<file path="src/rtl/save_lane_pkg.sv">
package save_lane_pkg;

  typedef enum logic [1:0] {
    LANE_BOTH = 2'b00,
    LANE_EVEN = 2'b01,
    LANE_ODD  = 2'b10,
    LANE_NONE = 2'b11
  } laneMode_e;

  // strobes from control to datapath
  typedef struct packed {
    logic latchReq;
    logic ramActive;
    logic secondByte;
    logic capFirst;
    logic capLast;
  } ctrlStrobe_t;

endpackage

</file>
<file path="src/rtl/save_lane_ctrl.sv">
module save_lane_ctrl
  import save_lane_pkg::*;
(
  input  logic        clk,
  input  logic        rstN,
  input  logic        reqValid,
  input  logic        needSecond,
  output ctrlStrobe_t strobe,
  output logic        reqReady,
  output logic        rspValid
);

  typedef enum logic [2:0] {ST_IDLE, ST_ACC_A, ST_ACC_B, ST_FIN, ST_RESP} state_e;
  state_e state, stateNext;

  always_comb begin
    stateNext = state;
    unique case (state)
      ST_IDLE:  if (reqValid) stateNext = ST_ACC_A;
      ST_ACC_A: stateNext = needSecond ? ST_ACC_B : ST_FIN;
      ST_ACC_B: stateNext = ST_FIN;
      ST_FIN:   stateNext = ST_RESP;
      ST_RESP:  stateNext = ST_IDLE;
      default:  stateNext = ST_IDLE;
    endcase
  end

  always_ff @(posedge clk) begin
    if (!rstN) state <= ST_IDLE;
    else       state <= stateNext;
  end

  always_comb begin
    strobe.latchReq   = (state == ST_IDLE) && reqValid;
    strobe.ramActive  = (state == ST_ACC_A) || (state == ST_ACC_B);
    strobe.secondByte = (state == ST_ACC_B);
    strobe.capFirst   = (state == ST_ACC_B);
    strobe.capLast    = (state == ST_FIN);
  end

  assign reqReady = (state == ST_IDLE);
  assign rspValid = (state == ST_RESP);

endmodule

</file>
<file path="src/rtl/save_lane_dp.sv">
module save_lane_dp
  import save_lane_pkg::*;
#(
  parameter int ADDR_W = 10
)(
  input  logic              clk,
  input  logic              rstN,
  input  ctrlStrobe_t       strobe,
  input  logic              reqWrite,
  input  logic              reqWord,
  input  logic [ADDR_W-1:0] reqAddr,
  input  logic [15:0]       reqWdata,
  input  logic [1:0]        laneMode,
  input  logic [ADDR_W-1:0] addrMask,
  input  logic              wrEnable,
  input  logic [7:0]        ramRdata,
  output logic              needSecond,
  output logic              ramEn,
  output logic              ramWe,
  output logic [ADDR_W-1:0] ramAddr,
  output logic [7:0]        ramWdata,
  output logic [15:0]       rspData,
  output logic [1:0]        modeOut,
  output logic              wenOut
);

  localparam int HI_W = ADDR_W - 1;

  logic [ADDR_W-1:0] addrQ;
  logic [15:0]       wdataQ;
  logic              wordQ, writeQ, wenQ;
  laneMode_e         modeQ;
  logic [7:0]        rdHi, rdLo;
  logic              laneOk;
  logic [ADDR_W-1:0] halfIdx;

  always_ff @(posedge clk) begin
    if (!rstN) begin
      addrQ  <= '0;
      wdataQ <= '0;
      wordQ  <= 1'b0;
      writeQ <= 1'b0;
      wenQ   <= 1'b0;
      modeQ  <= LANE_NONE;
      rdHi   <= 8'hFF;
      rdLo   <= 8'hFF;
    end else if (strobe.latchReq) begin
      addrQ  <= reqAddr & addrMask;
      wdataQ <= reqWdata;
      wordQ  <= reqWord;
      writeQ <= reqWrite;
      wenQ   <= wrEnable;
      modeQ  <= laneMode_e'(laneMode);
      rdHi   <= 8'hFF;
      rdLo   <= 8'hFF;
    end else if (!writeQ && laneOk) begin
      if (strobe.capFirst) rdHi <= ramRdata;
      if (strobe.capLast) begin
        if (needSecond || !wordQ || modeQ == LANE_ODD) rdLo <= ramRdata;
        else                                            rdHi <= ramRdata;
      end
    end
  end

  always_comb begin
    unique case (modeQ)
      LANE_BOTH: laneOk = 1'b1;
      LANE_EVEN: laneOk = wordQ || !addrQ[0];
      LANE_ODD:  laneOk = wordQ ||  addrQ[0];
      default:   laneOk = 1'b0;
    endcase
  end

  assign needSecond = (modeQ == LANE_BOTH) && wordQ;
  assign halfIdx    = {1'b0, addrQ[ADDR_W-1:1]};

  always_comb begin
    if (!strobe.ramActive)     ramAddr = '0;
    else if (modeQ == LANE_BOTH)
      ramAddr = wordQ ? {addrQ[ADDR_W-1:ADDR_W-HI_W], strobe.secondByte} : addrQ;
    else                       ramAddr = halfIdx;
  end

  always_comb begin
    if (needSecond)
      ramWdata = strobe.secondByte ? wdataQ[7:0] : wdataQ[15:8];
    else if (wordQ && modeQ == LANE_EVEN)
      ramWdata = wdataQ[15:8];
    else
      ramWdata = wdataQ[7:0];
  end

  assign ramEn   = strobe.ramActive;
  assign ramWe   = strobe.ramActive && writeQ && wenQ && laneOk;
  assign rspData = wordQ ? {rdHi, rdLo} : {8'h00, rdLo};
  assign modeOut = modeQ;
  assign wenOut  = wenQ;

endmodule

</file>
<file path="src/rtl/save_lane_adapter.sv">
module save_lane_adapter
  import save_lane_pkg::*;
#(
  parameter int ADDR_W = 10
)(
  input  logic              clk,
  input  logic              rstN,
  input  logic              reqValid,
  output logic              reqReady,
  input  logic              reqWrite,
  input  logic              reqWord,
  input  logic [ADDR_W-1:0] reqAddr,
  input  logic [15:0]       reqWdata,
  input  logic [1:0]        laneMode,
  input  logic [ADDR_W-1:0] addrMask,
  input  logic              wrEnable,
  output logic              rspValid,
  output logic [15:0]       rspData,
  output logic              ramEn,
  output logic              ramWe,
  output logic [ADDR_W-1:0] ramAddr,
  output logic [7:0]        ramWdata,
  input  logic [7:0]        ramRdata
);

  ctrlStrobe_t strobe;
  logic        needSecond;
  logic [1:0]  modeQ;
  logic        wenQ;

  save_lane_ctrl ctrl_i (
    .clk(clk), .rstN(rstN), .reqValid(reqValid), .needSecond(needSecond),
    .strobe(strobe), .reqReady(reqReady), .rspValid(rspValid)
  );

  save_lane_dp #(.ADDR_W(ADDR_W)) dp_i (
    .clk(clk), .rstN(rstN), .strobe(strobe),
    .reqWrite(reqWrite), .reqWord(reqWord), .reqAddr(reqAddr),
    .reqWdata(reqWdata), .laneMode(laneMode), .addrMask(addrMask),
    .wrEnable(wrEnable), .ramRdata(ramRdata), .needSecond(needSecond),
    .ramEn(ramEn), .ramWe(ramWe), .ramAddr(ramAddr), .ramWdata(ramWdata),
    .rspData(rspData), .modeOut(modeQ), .wenOut(wenQ)
  );

endmodule

</file>
<file path="config.mk">
export PLATFORM = sky130hd
export DESIGN_NAME = save_lane_adapter
export DESIGN_NICKNAME = d
export VERILOG_FILES = /design/src/rtl/save_lane_pkg.sv /design/src/rtl/save_lane_ctrl.sv /design/src/rtl/save_lane_dp.sv /design/src/rtl/save_lane_adapter.sv
export SDC_FILE = /design/constraint.sdc
export NUM_CORES = 1
export LEC_CHECK = 0
export ABC_AREA = 1
export CORE_ASPECT_RATIO = 0.7
export CORE_UTILIZATION = 60
export CTS_BUF_LIST = sky130_fd_sc_hd__clkbuf_16
export CTS_CLUSTER_DIAMETER = 60
export DETAILED_ROUTE_END_ITERATION = 8
export DONT_BUFFER_PORTS = 1
export HOLD_SLACK_MARGIN = 0.15
export PLACE_DENSITY = 0.8
export SYNTH_ARGS = -nofsm -noshare
export SYNTH_HDL_FRONTEND = slang
export SYNTH_SLANG_ARGS = --single-unit
</file>
<file path="constraint.sdc">
create_clock -name clk -period 3.7 [get_ports clk]
set_input_delay 0.555 -clock clk [delete_from_list [all_inputs] [get_ports clk]]
set_output_delay 0.555 -clock clk [all_outputs]
set_load 0.03 [all_outputs]
</file>
### Yosys cells after proc, flatten, opt, wreduce, memory -nomap -nowiden

Index checks and enable logic that the tools add are counted.

| word-level totals | value |
|---|---|
| flip-flop bits (word level) | 50 |
| input port bits | 52 |

| cells by class | value |
|---|---|
| eq/ne operators | 7 |
| muxes and demuxes | 14 |
| bitwise operators | 2 |
| reduce and logical (&&, ||, !) cells | 19 |

Operator list:

| cell | number |
|---|---|
| $mux 8 | 6 |
| $mux 10 | 2 |
| $mux 16 | 1 |
| $pmux 3 s4 | 1 |
| $and 10x10->10 | 1 |
| $logic_and 1x1->1 | 7 |
| $eq 3x2->1 const B | 2 |
| $logic_or 1x1->1 | 5 |
| $eq 3x1->1 const B | 1 |
| $eq 3x3->1 const B | 1 |
| $logic_not 1->1 | 3 |
| $logic_not 3->1 | 1 |
| $mux 3 | 1 |
| $pmux 1 s3 | 1 |
| $reduce_and 3->1 | 1 |
| $eq 2x1->1 const B | 1 |
| $eq 2x2->1 const B | 1 |
| $logic_not 2->1 | 1 |
| $mux 1 | 2 |
| $ne 2x2->1 const B | 1 |
| $reduce_or 2->1 | 1 |
| $not 1->1 | 1 |

### Logic depth before layout (Yosys ltp)

Gate-level depths: netlist of the first run.

| depth | value |
|---|---|
| word-level depth | 6 |
| mapped depth | 10 |

### Modules after synthesis

A second synthesis of the first run with hierarchy kept.

| second synthesis, totals | value |
|---|---|
| cell total of the unflattened synthesis | 401 |
| area, all modules | 2,662.6 um2 |

By module, submodules not included:

| module | instances | cells each | area an instance (um2) | sequential area each (um2) |
|---|---|---|---|---|
| save_lane_dp | 1 | 373 | 2,488.6 | 940.9 |
| save_lane_ctrl | 1 | 28 | 173.9 | 60.1 |

### Least setup slack after synthesis of the first run

OpenSTA, ideal clock, no wires.

| timing | value |
|---|---|
| path kind | flip-flop to output port |
| start point | register dp_i.modeQ[0] (netlist: dp_i.modeOut[0]) |
| end point | output port ramWe |
| arrival time | 2,024 ps |
| required time | 3,145 ps |
| path slack | 1,121 ps |
| cell stages (with the launch flop) | 10 |
| path buffers | 0 |
| cell sequence | dfxtp_1 > inv_1 > ha_1 > inv_1 > nand2_1 > nand3_2 > nand2_2 > nand2_1 > nand2_1 > nor4_1 |

| on the way | value |
|---|---|
| cells in the longest elaborated chain, start to end | 3 |

RTL lines:

| element | line | source |
|---|---|---|
| start: declaration | save_lane_dp.sv:32 | `laneMode_e modeQ;` |
| start signal: assignment | save_lane_dp.sv:53 | `modeQ <= laneMode_e'(laneMode);` |
| $eq 2x2->1, or another cell as far along | save_lane_dp.sv:66 | `unique case (modeQ)` |
| $pmux 1 s3 (*) | save_lane_dp.sv:66 |  |
| $logic_and 1x1->1 (*) | save_lane_dp.sv:94 | `assign ramWe = strobe.ramActive && writeQ && wenQ && laneOk;` |
| end: declaration | save_lane_adapter.sv:20 | `output logic ramWe,` |

Mark *: on every way between the ends. The rest lies on a longest branch, timed or not.

### Final worst setup path of the first run

| timing | value |
|---|---|
| start point | register dp_i.wordQ |
| end point | output port ramWdata[6] |

| on the way | value |
|---|---|
| cells in the longest elaborated chain, start to end | 3 |

RTL lines:

| element | line | source |
|---|---|---|
| start: declaration | save_lane_dp.sv:31 | `logic wordQ, writeQ, wenQ;` |
| start signal: assignment | save_lane_dp.sv:50 | `wordQ <= reqWord;` |
| $logic_and 1x1->1 | save_lane_dp.sv:87 | `else if (wordQ && modeQ == LANE_EVEN)` |
| $mux 8 | save_lane_dp.sv:87 |  |
| $mux 8 (*) | save_lane_dp.sv:85 | `if (needSecond)` |
| end: declaration | save_lane_adapter.sv:22 | `output logic [7:0] ramWdata,` |

Marked as above.

==> results of run 1 <==
==> logic make-up after synthesis <==
| logic type | count (synthesis) |
|---|---|
| compound gates | 67 |
| fa+ha+maj | 4 |
| buf+inv | 60 |
| simple gates | 156 |
| flops | 50 |
==> synth_stat cells <==
cell | instances | area, um^2
a211oi_1 | 8 | 60.1
a21oi_1 | 9 | 45.0
a21oi_4 | 1 | 16.3
a32oi_1 | 5 | 43.8
buf_2 | 8 | 40.0
buf_4 | 2 | 15.0
buf_6 | 4 | 45.0
clkbuf_1 | 5 | 18.8
clkinv_4 | 1 | 8.76
dfxtp_1 | 50 | 1000
ha_1 | 4 | 50.1
inv_1 | 33 | 124
inv_2 | 7 | 26.3
nand2_1 | 50 | 188
nand2_2 | 3 | 18.8
nand2_4 | 1 | 11.3
nand3_1 | 17 | 85.1
nand3_2 | 1 | 10.0
nand3_4 | 1 | 17.5
nand4_1 | 26 | 163
nand4_4 | 2 | 42.5
nor2_1 | 49 | 184
nor2_2 | 2 | 12.5
nor3_1 | 3 | 15.0
nor4_1 | 1 | 6.26
o211ai_1 | 3 | 22.5
o21ai_0 | 36 | 180
o21ai_4 | 1 | 16.3
o22ai_1 | 4 | 25.0
==> stage by stage <==
step	hold slack [ps]	area, um^2	util
floorplan	419	2490	-
global placement	431	2530	0.642
detailed placement	445	2530	0.642
CTS	369	2730	0.692
global route	369	2730	0.692
finish	370	2730	0.692
==> registers in the layout, indices dropped and copies added (netlist names) <==
signal        cells
dp_i.rdHi         8
ctrl_i.state      3
dp_i.rdLo         8
dp_i.wordQ        1
dp_i.writeQ       1
dp_i.addrQ       10
dp_i.wdataQ      16
dp_i.wenOut       1
dp_i.modeOut      2
==> final timing paths <==
kind	startpoint	to	slack, ps	depth (start not counted)
worst min register to register	ctrl_i.state[2]$_SDFFE_PN0P_	ctrl_i.state[2]$_SDFFE_PN0P_	450	1
worst min-delay path	rstN	dp_i.modeOut[1]$_SDFFE_PN1P_	370	1
worst max-delay path	dp_i.wordQ$_SDFFE_PN0P_	ramWdata[6]	760	4
worst max register to register	ctrl_i.state[0]$_SDFFE_PN0P_	dp_i.rdLo[0]$_SDFFE_PP1P_	1800	8
==> cell type report <==
class                           count  area (um^2)
Fill cell                         345         1220
Clock buffer                        5          125
Sequential cell                    50         1000
Tap cell                           52         65.1
Clock inverter                      3         68.8
Timing Repair Buffer               13         97.6
Inverter                           41          159
Multi-Input combinational cell    227         1210
==> per-layer routing <==
layer,global-route usage,vias to the layer above
met3,0.0754,5
met4,0.0649,0
met5,0,-
met1,0.372,1042
li1,-,1134
met2,0.443,88
==> worst max-delay path, stage by stage, from the launching register on <==
cell and delay, ps:
dfxtp_1 690, nand2_1 490, inv_1 220, o21ai_0 110, o22ai_1 580
==> power by group <==
group,internal [mW],switching (mW),leakage (nW)
Clock,0.388,0.200,0.0940
Combinational,0.0698,0.219,0.728
Sequential,0.576,0.0306,0.409
==> out/qor.yml, run 1 <==
synth:
  yosysWarnings: 0
  synth_top_family_by_area: "simple AND/OR/NAND/NOR gates"
  synth_area_mm2: 0.00249
  synthSimpleGateAreaFrac: 0.302
  ys_types: 29
  syn_inst: 337
  synth_nets: 393
  synth_compound_area_frac: 0.164
  ys_ff_latch: 50
  synth_fa_ha_area_frac: 0.0201
  synth_seq_area_share: 0.402
  syn_avg_cell_area_um2: 7.39
  synthMuxAreaShare: 0
  synth-xor-area-share: 0
global_route:
  grtUsageTotal: 0.277
  grt_pass1_vias: 2142
  grt_pass1_wl_mm: 9.68
  grt_max_degree: 34
  antenna_found_initial: 0
  grt.overflow.total: 0
route:
  routed.top_layer: "met4"
  vias: 2269
  detail-route-antenna-nets: 0
  dr_wl_met2_mm: 2.72
  totalWireLength_mm: 5.76
  met3WireLength_um: 528
  wl_met1_mm: 2.48
  vias_per_cell: 5.80
  wl_per_cell_um: 14.7
  drc: 0
  drtPass1Iterations: 5
  drtIter0Drc: 127
timing:
  hold_violations: 0
  grt_setup_unrepaired: "false"
  setup_violations: 0
  min_period_ps: 2940
  clock.fmax_ghz: 0.340
  skew_ps: 4.79
  slew_violations: 0
  period_share: 0.796
  max_slew_margin: 0.508
  tightest_slew_ps: 748
  setup_tns_ps: 0
  finalWorstSetupSlack_ps: 756
cts:
  holdBufCountCts: 0
  cts-root-buf: "clkbuf_16"
  cts_buffer_depth: 2
  cts_tree: "done"
  h-tree-depth: 2
  cts_resized: 0
  cts_buffers: 5
  insertion_delay_ps: 290
  post_cts_buffers: 0
  clock_sinks: 50
  clk_pin_slew_ps: 70
worst_setup_path:
  cp_data_arrival_time_ps: 2390
  crit_fanout: 15
  endpoint_kind: "primary output"
  start_kind: "register"
  required_ps: 3140
  criticalPathCategory: "reg -> out"
layout:
  drive_gt1_frac: 0.121
  layout_common_cells: "nand2_1, dfxtp_1, nor2_1, o21ai_0, inv_1"
  synthToLayoutAreaGrowth_pct: 9.54
  stdcell_count: 391
  diodes: 0
  nets: 394
power_and_ir_drop:
  p_per_area_mw_per_mm2: 544
  p_leak_nw: 1.23
  total_power_mw: 1.48
  ir_drop_uv: 366
flow_run:
  cap_violations: 0
die:
  start_util: 0.631
  core_region_area_mm2: 0.00395
  die-area_mm2: 0.00442
  fp.dieW_um: 79.0
  ios: 90
  die_h_um: 55.9
  num_rows: 19
hold_path:
  min_path_type: "in -> reg"
place:
  portBuffers: 0
  place.gp.congestion: 0.798
  place_hpwl_mm: 3.94
  dp_worst_setup_slack_ps: 1160
  placed_cells_incl_taps: 383
status:
  status: "finished, final reports clean"
(Power assumes the default switching activity.)
==> inputs of run 2 (changes only) <==
Settings changed: ABC_AREA 1 to 0.
Clock period 3.7 ns to 3 ns, I/O delays scaled along.
==> run 2 against run 1 <==
Synthesized cell count shrank 16%. Critical path depth grew 2. Combinational power grew 26%. First-iteration DRC count shrank 13%. Sequential share of layout area grew 2.6 points. Clock skew grew 2.5 ps. Non-clock buffer count shrank 4. Utilization grew 1.2 points. Flip-flop and latch count is the same. Die area shrank 5.3%. Cell area shrank 6.6%. Worst setup slack lost 250 ps. Critical endpoint is now ramWe. Largest power group unchanged.
==> out/qor.yml, run 2 <==
status:
  status: "finished, final reports clean"
synth:
  synth_fa_ha_area_frac: 0.0213  # +0.00116
  synth_area_leaders: "dfxtp_1, nand2_1, a21oi_1, mux2i_1, mux2_2"
  synth_top_area_cell: "dfxtp_1"
  synth_seq_area_share: 0.425  # +0.0233
  yosysWarnings: 0  # unchanged
  ys.flop_type: "dfxtp_1"
  syn_avg_cell_area_um2: 8.29  # +12%
  ys_types: 36  # +24%
  synth_area_mm2: 0.00235  # -5.5%
  yosysMostFrequentCell: "nand2_1"
  synth_common_cells: "nand2_1, dfxtp_1, a21oi_1"
  synthMuxAreaShare: 0.0765  # +0.0765
  syn_inst: 284  # -16%
  synth-xor-area-share: 0.00744  # +0.00744
  synth_compound_area_frac: 0.156  # -0.00855
  synth_edf_count: 0  # unchanged
  synthSimpleGateAreaFrac: 0.252  # -0.0505
  synthArstFlopShare: 0  # unchanged
  synth_top_family_by_area: "simple AND/OR/NAND/NOR gates"
  synth_nets: 340  # -13%
  ys_ff_latch: 50  # unchanged
  synth_top_area_frac: 0.425  # +0.0233
die:
  fp.dieW_um: 76.9  # -2.7%
  die_h_um: 54.4  # -2.7%
  ios: 90  # unchanged
  num_rows: 18  # -1
  start_util: 0.649  # +0.0182
  die-area_mm2: 0.00418  # -5.3%
  core_region_area_mm2: 0.00363  # -8.1%
route:
  vias_per_cell: 5.88  # +1.3%
  drtPass1Iterations: 4  # -1
  drtIter0Drc: 111  # -13%
  totalWireLength_mm: 5.10  # -11%
  drc: 0  # unchanged
  vias: 1946  # -14%
  wl_per_cell_um: 15.4  # +4.7%
  detail-route-antenna-nets: 0  # unchanged
flow_run:
  cap_violations: 0  # unchanged
power_and_ir_drop:
  ir_drop_uv: 418  # +14%
  share_seq_of_total_power: 0.435  # +0.026
  p_leak_nw: 1.00  # -19%
  power.internal_mw: 1.20  # +16%
  swShare: 0.307  # +0.00361
  p_comb_frac: 0.211  # +0.016
  p_per_area_mw_per_mm2: 678  # +25%
  clkPwrFrac: 0.354  # -0.042
  p_switching_mw: 0.530  # +18%
timing:
  skew_ps: 7.31  # +2.52 ps
  setup_tns_ps: 0  # unchanged
  slew_violations: 0  # unchanged
  min_period_ps: 2490
  setup_violations: 0  # unchanged
  hold_violations: 0  # unchanged
  clock.fmax_ghz: 0.401
  period_share: 0.831
  tightest_slew_ps: 727  # -21.3 ps
  grt_setup_unrepaired: "false"
  max_slew_margin: 0.515  # +0.00686
layout:
  nets: 336  # -15%
  regMostFlops: "dp_i.wdataQ"
  synthToLayoutAreaGrowth_pct: 8.29
  top_regs: "dp_i.wdataQ x16, dp_i.addrQ x10"
  final_common_cell: "nand2_1"
  layout_common_cells: "nand2_1, dfxtp_1, a21oi_1, nor2_1, inv_1"
  drive_gt1_frac: 0.0925  # -0.0284
  largest_reg_flops: 16  # unchanged
  multi_input_area_mm2: 0.00121  # -0.41%
  stdcell_count: 331  # -15%
  diodes: 0  # unchanged
  fillCellCount: 304  # -12%
  seq_area_mm2: 0.00100  # unchanged
cts:
  post_cts_buffers: 0  # unchanged
  cts_buffer_depth: 2  # unchanged
  clk_pin_slew_ps: 60  # about the same
  insertion_delay_ps: 290  # about the same
  clock_sinks: 50  # unchanged
  cts_buffers: 5  # unchanged
  cts_tree: "done"
  cts_resized: 0  # unchanged
  h-tree-depth: 2  # unchanged
  holdBufCountCts: 0  # unchanged
  cts-root-buf: "clkbuf_16"
hold_path:
  min_path_type: "in -> reg"
global_route:
  grt_pass1_wl_mm: 7.82  # -19%
  grt_pass1_vias: 1709  # -20%
  grt_max_degree: 32  # -5.9%
  antenna_found_initial: 0  # unchanged
  grt.overflow.total: 0  # unchanged
  grtUsageTotal: 0.250  # -0.0274
place:
  place_hpwl_mm: 3.62  # -8.0%
  placed_cells_incl_taps: 323  # -16%
  portBuffers: 0  # unchanged
  place.gp.congestion: 0.773  # -3.2%
worst_setup_path:
  criticalPathCategory: "reg -> out"
  start_kind: "register"
  cp_data_arrival_time_ps: 2040  # -350 ps
  endpoint_kind: "primary output"
  reg2reg_setup_slack_ps: 780  # -1020 ps
  crit_fanout: 10  # -5
  required_ps: 2550  # -590 ps
-- run 2: path summary, 6_finish.rpt --
kind / from / endpoint / cells after the start
setup / recovery: dp_i.modeOut[0]$_SDFFE_PN1P_ / ramWe / 6
hold / removal: rstN / dp_i.modeOut[1]$_SDFFE_PN1P_ / 1
setup reg to reg: ctrl_i.state[0]$_SDFFE_PN0P_ / dp_i.addrQ[4]$_SDFFE_PN0P_ / 6
hold reg to reg: dp_i.wdataQ[10]$_SDFFE_PN0P_ / dp_i.wdataQ[10]$_SDFFE_PN0P_ / 2
-- run 2: cells by family (layout without fill, tap and decap cells) --
family / Yosys count / in the layout
DFF: 50 / 50
muxes: 17 / 17
adders and majority gates: 4 / 4
buffers and inverters: 33 / 30
and+or+nand+nor: 123 / 123
xor gates and xnor gates: 2 / 2
AOI/OAI and AO/OA: 55 / 55
-- run 2: routing by layer --
layer / routed length, um / GRT usage
met1: 2400 / 0.311
met3: 434 / 0.103
met5: 0 / 0
met2: 2250 / 0.406
met4: 16 / 0.0641
-- run 2: worst max-delay path: stages, from the launching register on --
cell	delay, ps
dfxtp_1	360
inv_1	90
ha_1	240
xor2_1	170
o2bb2ai_1	310
nor4_1	370
buf_4	220
-- run 2: cell type report --
| class | count | area share |
|---|---|---|
| inverters | 13 | 0.0191 |
| flip-flops and latches | 50 | 0.393 |
| well taps | 50 | 0.0245 |
| repair buffers | 9 | 0.0265 |
| clock inverters | 3 | 0.0147 |
| clock buffers | 5 | 0.0491 |
| multi-input cells | 201 | 0.474 |
-- run 2: per-stage QoR --
step                      instance area (um^2)  worst slack (ps)  hold slack, ps  power, mW   util
after detailed placement                  2390               801             447       1.13  0.658
after global placement                    2390               886             438       1.12  0.658
final                                     2550               508             258       1.73  0.703
after floorplan                           2350               532             433       1.07      -
after CTS                                 2550               524             256       1.73  0.703
after global routing                      2550               437             245       1.81  0.703
-- run 2: power by group through the flow --
stage	Combinational [mW]	Clock [mW]	Sequential [mW]
after floorplan	0.326	0	0.745
after global placement	0.354	0	0.763
after detailed placement	0.362	0	0.765
after CTS	0.364	0.617	0.751
after global routing	0.397	0.652	0.757
final	0.365	0.611	0.752
